===== config.mk =====
export PLATFORM = sky130hd
export DESIGN_NAME = bus_clk_seq
export DESIGN_NICKNAME = d
export VERILOG_FILES = /design/src/rtl/bcs_pkg.sv /design/src/rtl/bcs_timeout.sv /design/src/rtl/bcs_phase_div.sv /design/src/rtl/bus_clk_seq.sv
export SDC_FILE = /design/constraint.sdc
export NUM_CORES = 1
export LEC_CHECK = 0
export BUFFER_PORTS_ARGS = -buffer_cell sky130_fd_sc_hd__buf_2
export CELL_PAD_IN_SITES_DETAIL_PLACEMENT = 0
export CELL_PAD_IN_SITES_GLOBAL_PLACEMENT = 1
export CORE_AREA = 2 2 50 52
export CTS_CLUSTER_DIAMETER = 150
export DETAILED_ROUTE_END_ITERATION = 8
export DIE_AREA = 0 0 52 54
export PLACE_DENSITY_LB_ADDON = 0.1
export SLEW_MARGIN = 15
export SYNTH_ARGS = -nofsm -noshare
export SYNTH_HDL_FRONTEND = slang
export SYNTH_SLANG_ARGS = --single-unit
export TNS_END_PERCENT = 10

===== constraint.sdc =====
create_clock -name clk -period 1.5 [get_ports clk]
set_input_delay 0.15 -clock clk [delete_from_list [all_inputs] [get_ports clk]]
set_output_delay 0.15 -clock clk [all_outputs]
set_load 0.01 [all_outputs]

===== src/rtl/bcs_pkg.sv =====
package bcs_pkg;
  typedef enum logic {
    SRC_OSC = 1'b0,
    SRC_PLL = 1'b1
  } src_e;

  localparam int unsigned BUS_DIV_DEFAULT = 4;
  localparam int unsigned TIMEOUT_DEFAULT = 4096;
endpackage


===== src/rtl/bcs_timeout.sv =====
module bcs_timeout #(
  parameter int unsigned TIMEOUT = bcs_pkg::TIMEOUT_DEFAULT
) (
  input  logic clk,
  input  logic rst,
  input  logic req,
  input  logic osc_tick,
  output logic held,
  output logic release_pulse
);
  localparam int unsigned CW = (TIMEOUT > 1) ? $clog2(TIMEOUT) : 1;
  localparam logic [CW-1:0] LAST = CW'(TIMEOUT - 1);

  logic [CW-1:0] cnt;
  logic          restart;

  assign restart = rst | req;

  always_ff @(posedge clk) begin
    if (restart) begin
      cnt           <= '0;
      held          <= 1'b1;
      release_pulse <= 1'b0;
    end else begin
      release_pulse <= 1'b0;
      if (held && osc_tick) begin
        if (cnt == LAST) begin
          cnt           <= '0;
          held          <= 1'b0;
          release_pulse <= 1'b1;
        end else begin
          cnt <= cnt + 1'b1;
        end
      end
    end
  end

  // a request always leaves the block held
  p_hold_after_req_r3: assert property (@(posedge clk) disable iff (rst)
    req |=> held);

  // release strobe lasts one cycle and coincides with leaving hold
  p_release_single_r8: assert property (@(posedge clk) disable iff (rst)
    release_pulse |=> !release_pulse);
  p_release_edge_r8: assert property (@(posedge clk) disable iff (rst)
    release_pulse |-> (!held && $past(held)));

  // leaving hold needs an oscillator tick at the previous edge
  p_release_on_tick_r1: assert property (@(posedge clk) disable iff (rst)
    $fell(held) |-> $past(osc_tick));
endmodule


===== src/rtl/bcs_phase_div.sv =====
module bcs_phase_div #(
  parameter int unsigned DIV = bcs_pkg::BUS_DIV_DEFAULT
) (
  input  logic clk,
  input  logic rst,
  input  logic restart,
  input  logic held,
  input  logic osc_tick,
  input  logic pll_tick,
  input  logic src_sel,
  output logic bus_en
);
  import bcs_pkg::*;

  localparam int unsigned PW = (DIV > 1) ? $clog2(DIV) : 1;
  localparam logic [PW-1:0] PLAST = PW'(DIV - 1);

  logic [PW-1:0] phase;
  src_e          sel_q;
  logic          tick;
  logic          clear;

  assign clear = restart | held;
  assign tick  = (sel_q == SRC_PLL) ? pll_tick : osc_tick;

  always_ff @(posedge clk) begin
    if (clear) begin
      phase  <= '0;
      sel_q  <= src_e'(src_sel);
      bus_en <= 1'b0;
    end else begin
      bus_en <= 1'b0;
      if (tick) begin
        if (phase == PLAST) begin
          phase  <= '0;
          bus_en <= 1'b1;
          sel_q  <= src_e'(src_sel);
        end else begin
          phase <= phase + 1'b1;
        end
      end
    end
  end

  // no strobe while held
  p_no_en_held_r2: assert property (@(posedge clk) disable iff (rst)
    held |-> !bus_en);

  // strobes are separated by at least one idle cycle
  p_en_spacing_r5: assert property (@(posedge clk) disable iff (rst)
    bus_en |=> !bus_en);

  // latched select moves only on a boundary or while cleared
  p_sel_boundary_r7: assert property (@(posedge clk) disable iff (rst)
    !$stable(sel_q) |-> (bus_en || $past(clear)));
endmodule


===== src/rtl/bus_clk_seq.sv =====
module bus_clk_seq #(
  parameter int unsigned TIMEOUT = bcs_pkg::TIMEOUT_DEFAULT,
  parameter int unsigned DIV     = bcs_pkg::BUS_DIV_DEFAULT
) (
  input  logic clk,
  input  logic rst,
  input  logic por_req,
  input  logic lvi_req,
  input  logic osc_tick,
  input  logic pll_tick,
  input  logic src_sel,
  output logic rst_n_out,
  output logic bus_en,
  output logic release_pulse
);
  logic req;
  logic held;

  assign req = por_req | lvi_req;

  bcs_timeout #(.TIMEOUT(TIMEOUT)) u_timeout (
    .clk          (clk),
    .rst          (rst),
    .req          (req),
    .osc_tick     (osc_tick),
    .held         (held),
    .release_pulse(release_pulse)
  );

  bcs_phase_div #(.DIV(DIV)) u_div (
    .clk     (clk),
    .rst     (rst),
    .restart (rst | req),
    .held    (held),
    .osc_tick(osc_tick),
    .pll_tick(pll_tick),
    .src_sel (src_sel),
    .bus_en  (bus_en)
  );

  assign rst_n_out = ~held;

  // reset output low after any reset cause
  p_low_after_rst_r9: assert property (@(posedge clk)
    rst |=> !rst_n_out);
endmodule


==> summary.txt <==
Placed design
  – Port bufs: 9
  – Placed cells: 133
  – Final HPWL DP: around 1.1 mm
  – Placed cell area: ~950 um2
  – Gpl congestion: between 0.7 and 0.8
  – Pre-CTS setup slack: -0.00559 ns

Finish
  – Utilization after layout: 43.1%
  – Final Net Count: roughly 120
  – Share of layout cells above drive strength 1: between 30% and 40%
  – Fin area: between 0.001 and 0.0015 mm2
  – ANT cells: 0
  – Finished Layout Cells: ~140
  – # fillers: between 200 and 250
  – Area growth syn-to-layout: 26.6%

Timing
  – RSZ-0062 raised after global routing: no
  – Final slew viol count: 0
  – Fmax: slightly above 700 MHz
  – WHS: about 0.027 ns
  – Setup WS post-layout: between 0.08 and 0.09 ns
  – Part of the cycle the worst path needs: approximately 94%
  – Max_slew headroom: 84.4%
  – Worst slew pin tran: around 0.23 ns
  – Final Hold Vio Count: 0
  – Final Critical Period: 1.41 ns
  – Final setup viols: 0
  – Clock skew: around 0.0011 ns

Yosys
  – #FFs+latches synth: 18
  – Most frequent cell after synthesis: dfxtp_1
  – Mapped Nets: 93
  – Post-Syn Instances: 84
  – Async SR Flop Fraction: 0%
  – Synth top area cells: dfxtp_1 (43%), xor2_1 (7.8%), nor2_1 (4.7%), nand3_1 (3.8%), nor3_1 (3.8%)
  – Yosys cell types: 27
  – Syn_area_per_cell: ~9.4 um2
  – Post-synth EDFFs: 1
  – Synth area leader: dfxtp_1
  – Cell Area, Synth: a little under 800 um2
  – Synth top cells by count: dfxtp_1 (17), nor2_1 (10), nand2_1 (7), xor2_1 (7)
  – Ys flop type: dfxtp_1
  – Synth top area share: ~43%
  – Synth warn: 0
  – Seq/Total Area, Yosys: 46.8%

Global route
  – Total grt overflow: 0
  – First-pass GRT wire length: approximately 2.5 mm
  – Largest net degree at the start of global routing: 11
  – Initial antenna violation count: 0
  – Total GRT Usage: 12.4%
  – Vias in the first global route: around 580

Floorplan
  – Initial core utilization: ~34%
  – Die height: about 54 um
  – Die area: ~0.0028 mm2
  – Num ports: 10
  – Die width: ~52 um
  – Row cnt: 18
  – Core box area: between 0.002 and 0.0025 mm2

Critical path
  – CP required: roughly 1.7 ns
  – Critical Path Fanout Max: 6
  – CP Launch Type: flip-flop
  – Worst Path Arrival: between 1.5 and 2 ns
  – Crit Path Category: flip-flop to flip-flop
  – CP Capture Type: flip-flop

CTS
  – TritonCTS Buffers: 3
  – CTS clk-pin slew, worst paths: about 0.11 ns
  – CTS tree: yes
  – H-tree levels: 1
  – Worst-skew pair later-pin latency: between 0.2 and 0.3 ns
  – Max clock buf depth: 2
  – CTS Sinks: 18
  – Root Buffer: clkbuf_4

Flow run
  – Max_cap viols: 0

Route
  – DRT antenna net count: 0
  – DR WL/cell: around 11 um
  – Total Wirelength: 1.52 mm
  – Via count: 627
  – Drt initial violations: 8
  – 1st-pass router iterations: 4
  – Remaining DRCs: 0
  – Vias per std cell: between 4 and 5

Pwr
  – Worst VDD drop: 372 uV
  – Leak: 0.421 nW
  – Power per cell area: between 800 and 900 mW/mm2

Outcome
  – Status: finished, final reports clean

Hold path
  – Hold Crit Class: primary input to flip-flop
## state kept, by name, summed over array words and instances, names as in the netlist
register / count
u_div.bus_en: 1
u_timeout.cnt: 12
u_div.sel_q: 1
u_timeout.held: 1
u_timeout.release_pulse: 1
u_div.phase: 2
## cell families (layout without fill, tap and decap cells)
| family | Yosys count | count (layout) | share of synthesized area [%] |
|---|---|---|---|
| DFF | 18 | 18 | 46.8 |
| adders and majority gates | 2 | 2 | 3.16 |
| xor gates and xnor gates | 10 | 10 | 11.1 |
| buffers and inverters | 5 | 28 | 2.85 |
| muxes | 2 | 2 | 2.53 |
| and+or+nand+nor | 43 | 43 | 31.0 |
| AOI/OAI and AO/OA | 4 | 4 | 2.53 |
## worst max-delay path, cell delays in order (launching register included)
cell and delay [ns]:
dfxtp_2 0.39, and4_4 0.22, or4b_4 0.46, xor2_1 0.20, nor2_2 0.05
## where the power goes
group | internal, W | total, W | switching, W
combinational | 0.0000163 | 0.0000341 | 0.0000178
clock | 0.000148 | 0.000302 | 0.000154
sequential | 0.000484 | 0.000486 | 0.00000165
## repair_timing
| item | CTS | global route |
|---|---|---|
| setup endpoints to repair | 8 | 9 |
| pin swaps | 0 | 1 |
| gates resized for setup | 2 | 2 |
| buffers inserted | 0 | 0 |
| hold buffers | 0 | 0 |
## layer usage
| metal | global-route usage [%] | vias up | share of wire, % |
|---|---|---|---|
| met5 | 0 | - | 0 |
| li1 | - | 333 | - |
| met2 | 20.0 | 6 | 47 |
| met3 | 2.50 | 2 | 3.3 |
| met4 | 6.58 | 0 | 0.66 |
| met1 | 15.5 | 286 | 49 |
## final cells by class
class / instances / area (um2) / area share, %
Multi-Input combinational cell: 61 / 407 / 40.6
Tap cell: 30 / 37.5 / 3.75
Timing Repair Buffer: 21 / 135 / 13.5
Clock buffer: 4 / 36.3 / 3.62
Inverter: 3 / 11.3 / 1.13
Sequential cell: 18 / 374 / 37.4
## worst paths after layout
check,from,end,slack [ns],cells past startpoint
max,u_timeout.held$_SDFFE_PP1P_,u_timeout.cnt[11]$_SDFFE_PP0N_,0.09,4
min,src_sel,u_div.sel_q$_DFFE_PP_,0.03,1
max reg2reg,u_timeout.held$_SDFFE_PP1P_,u_timeout.cnt[11]$_SDFFE_PP0N_,0.09,4
min reg2reg,u_timeout.cnt[1]$_SDFFE_PP0N_,u_timeout.cnt[1]$_SDFFE_PP0N_,0.49,2
## cell usage in the layout, fill, tap and decap left out, drive strengths merged
cell / synthesis / layout
xor2: 7 / 7
nor2: 11 / 11
a21oi: 3 / 3
and4: 2 / 2
clkbuf: 1 / 4
dfxtp: 17 / 17
or4: 1 / 1
o21ai: 1 / 1
or3: 2 / 2
and3: 2 / 2
buf: 1 / 21
nand4: 3 / 3
ha: 2 / 2
xnor2: 3 / 3
inv: 3 / 3
or4b: 1 / 1
nand2: 8 / 8
mux2i: 2 / 2
nand2b: 1 / 1
edfxtp: 1 / 1
nand3: 6 / 6
nor3: 6 / 6
## stage by stage
step | power (W) | TNS [ns]
after global routing | 0.000861 | 0
after global placement | 0.000529 | 0
after detailed placement | 0.000530 | -0.00781
after floorplan | 0.000512 | 0
after CTS | 0.000832 | 0
final | 0.000822 | 0
(Power assumes the default switching activity.)
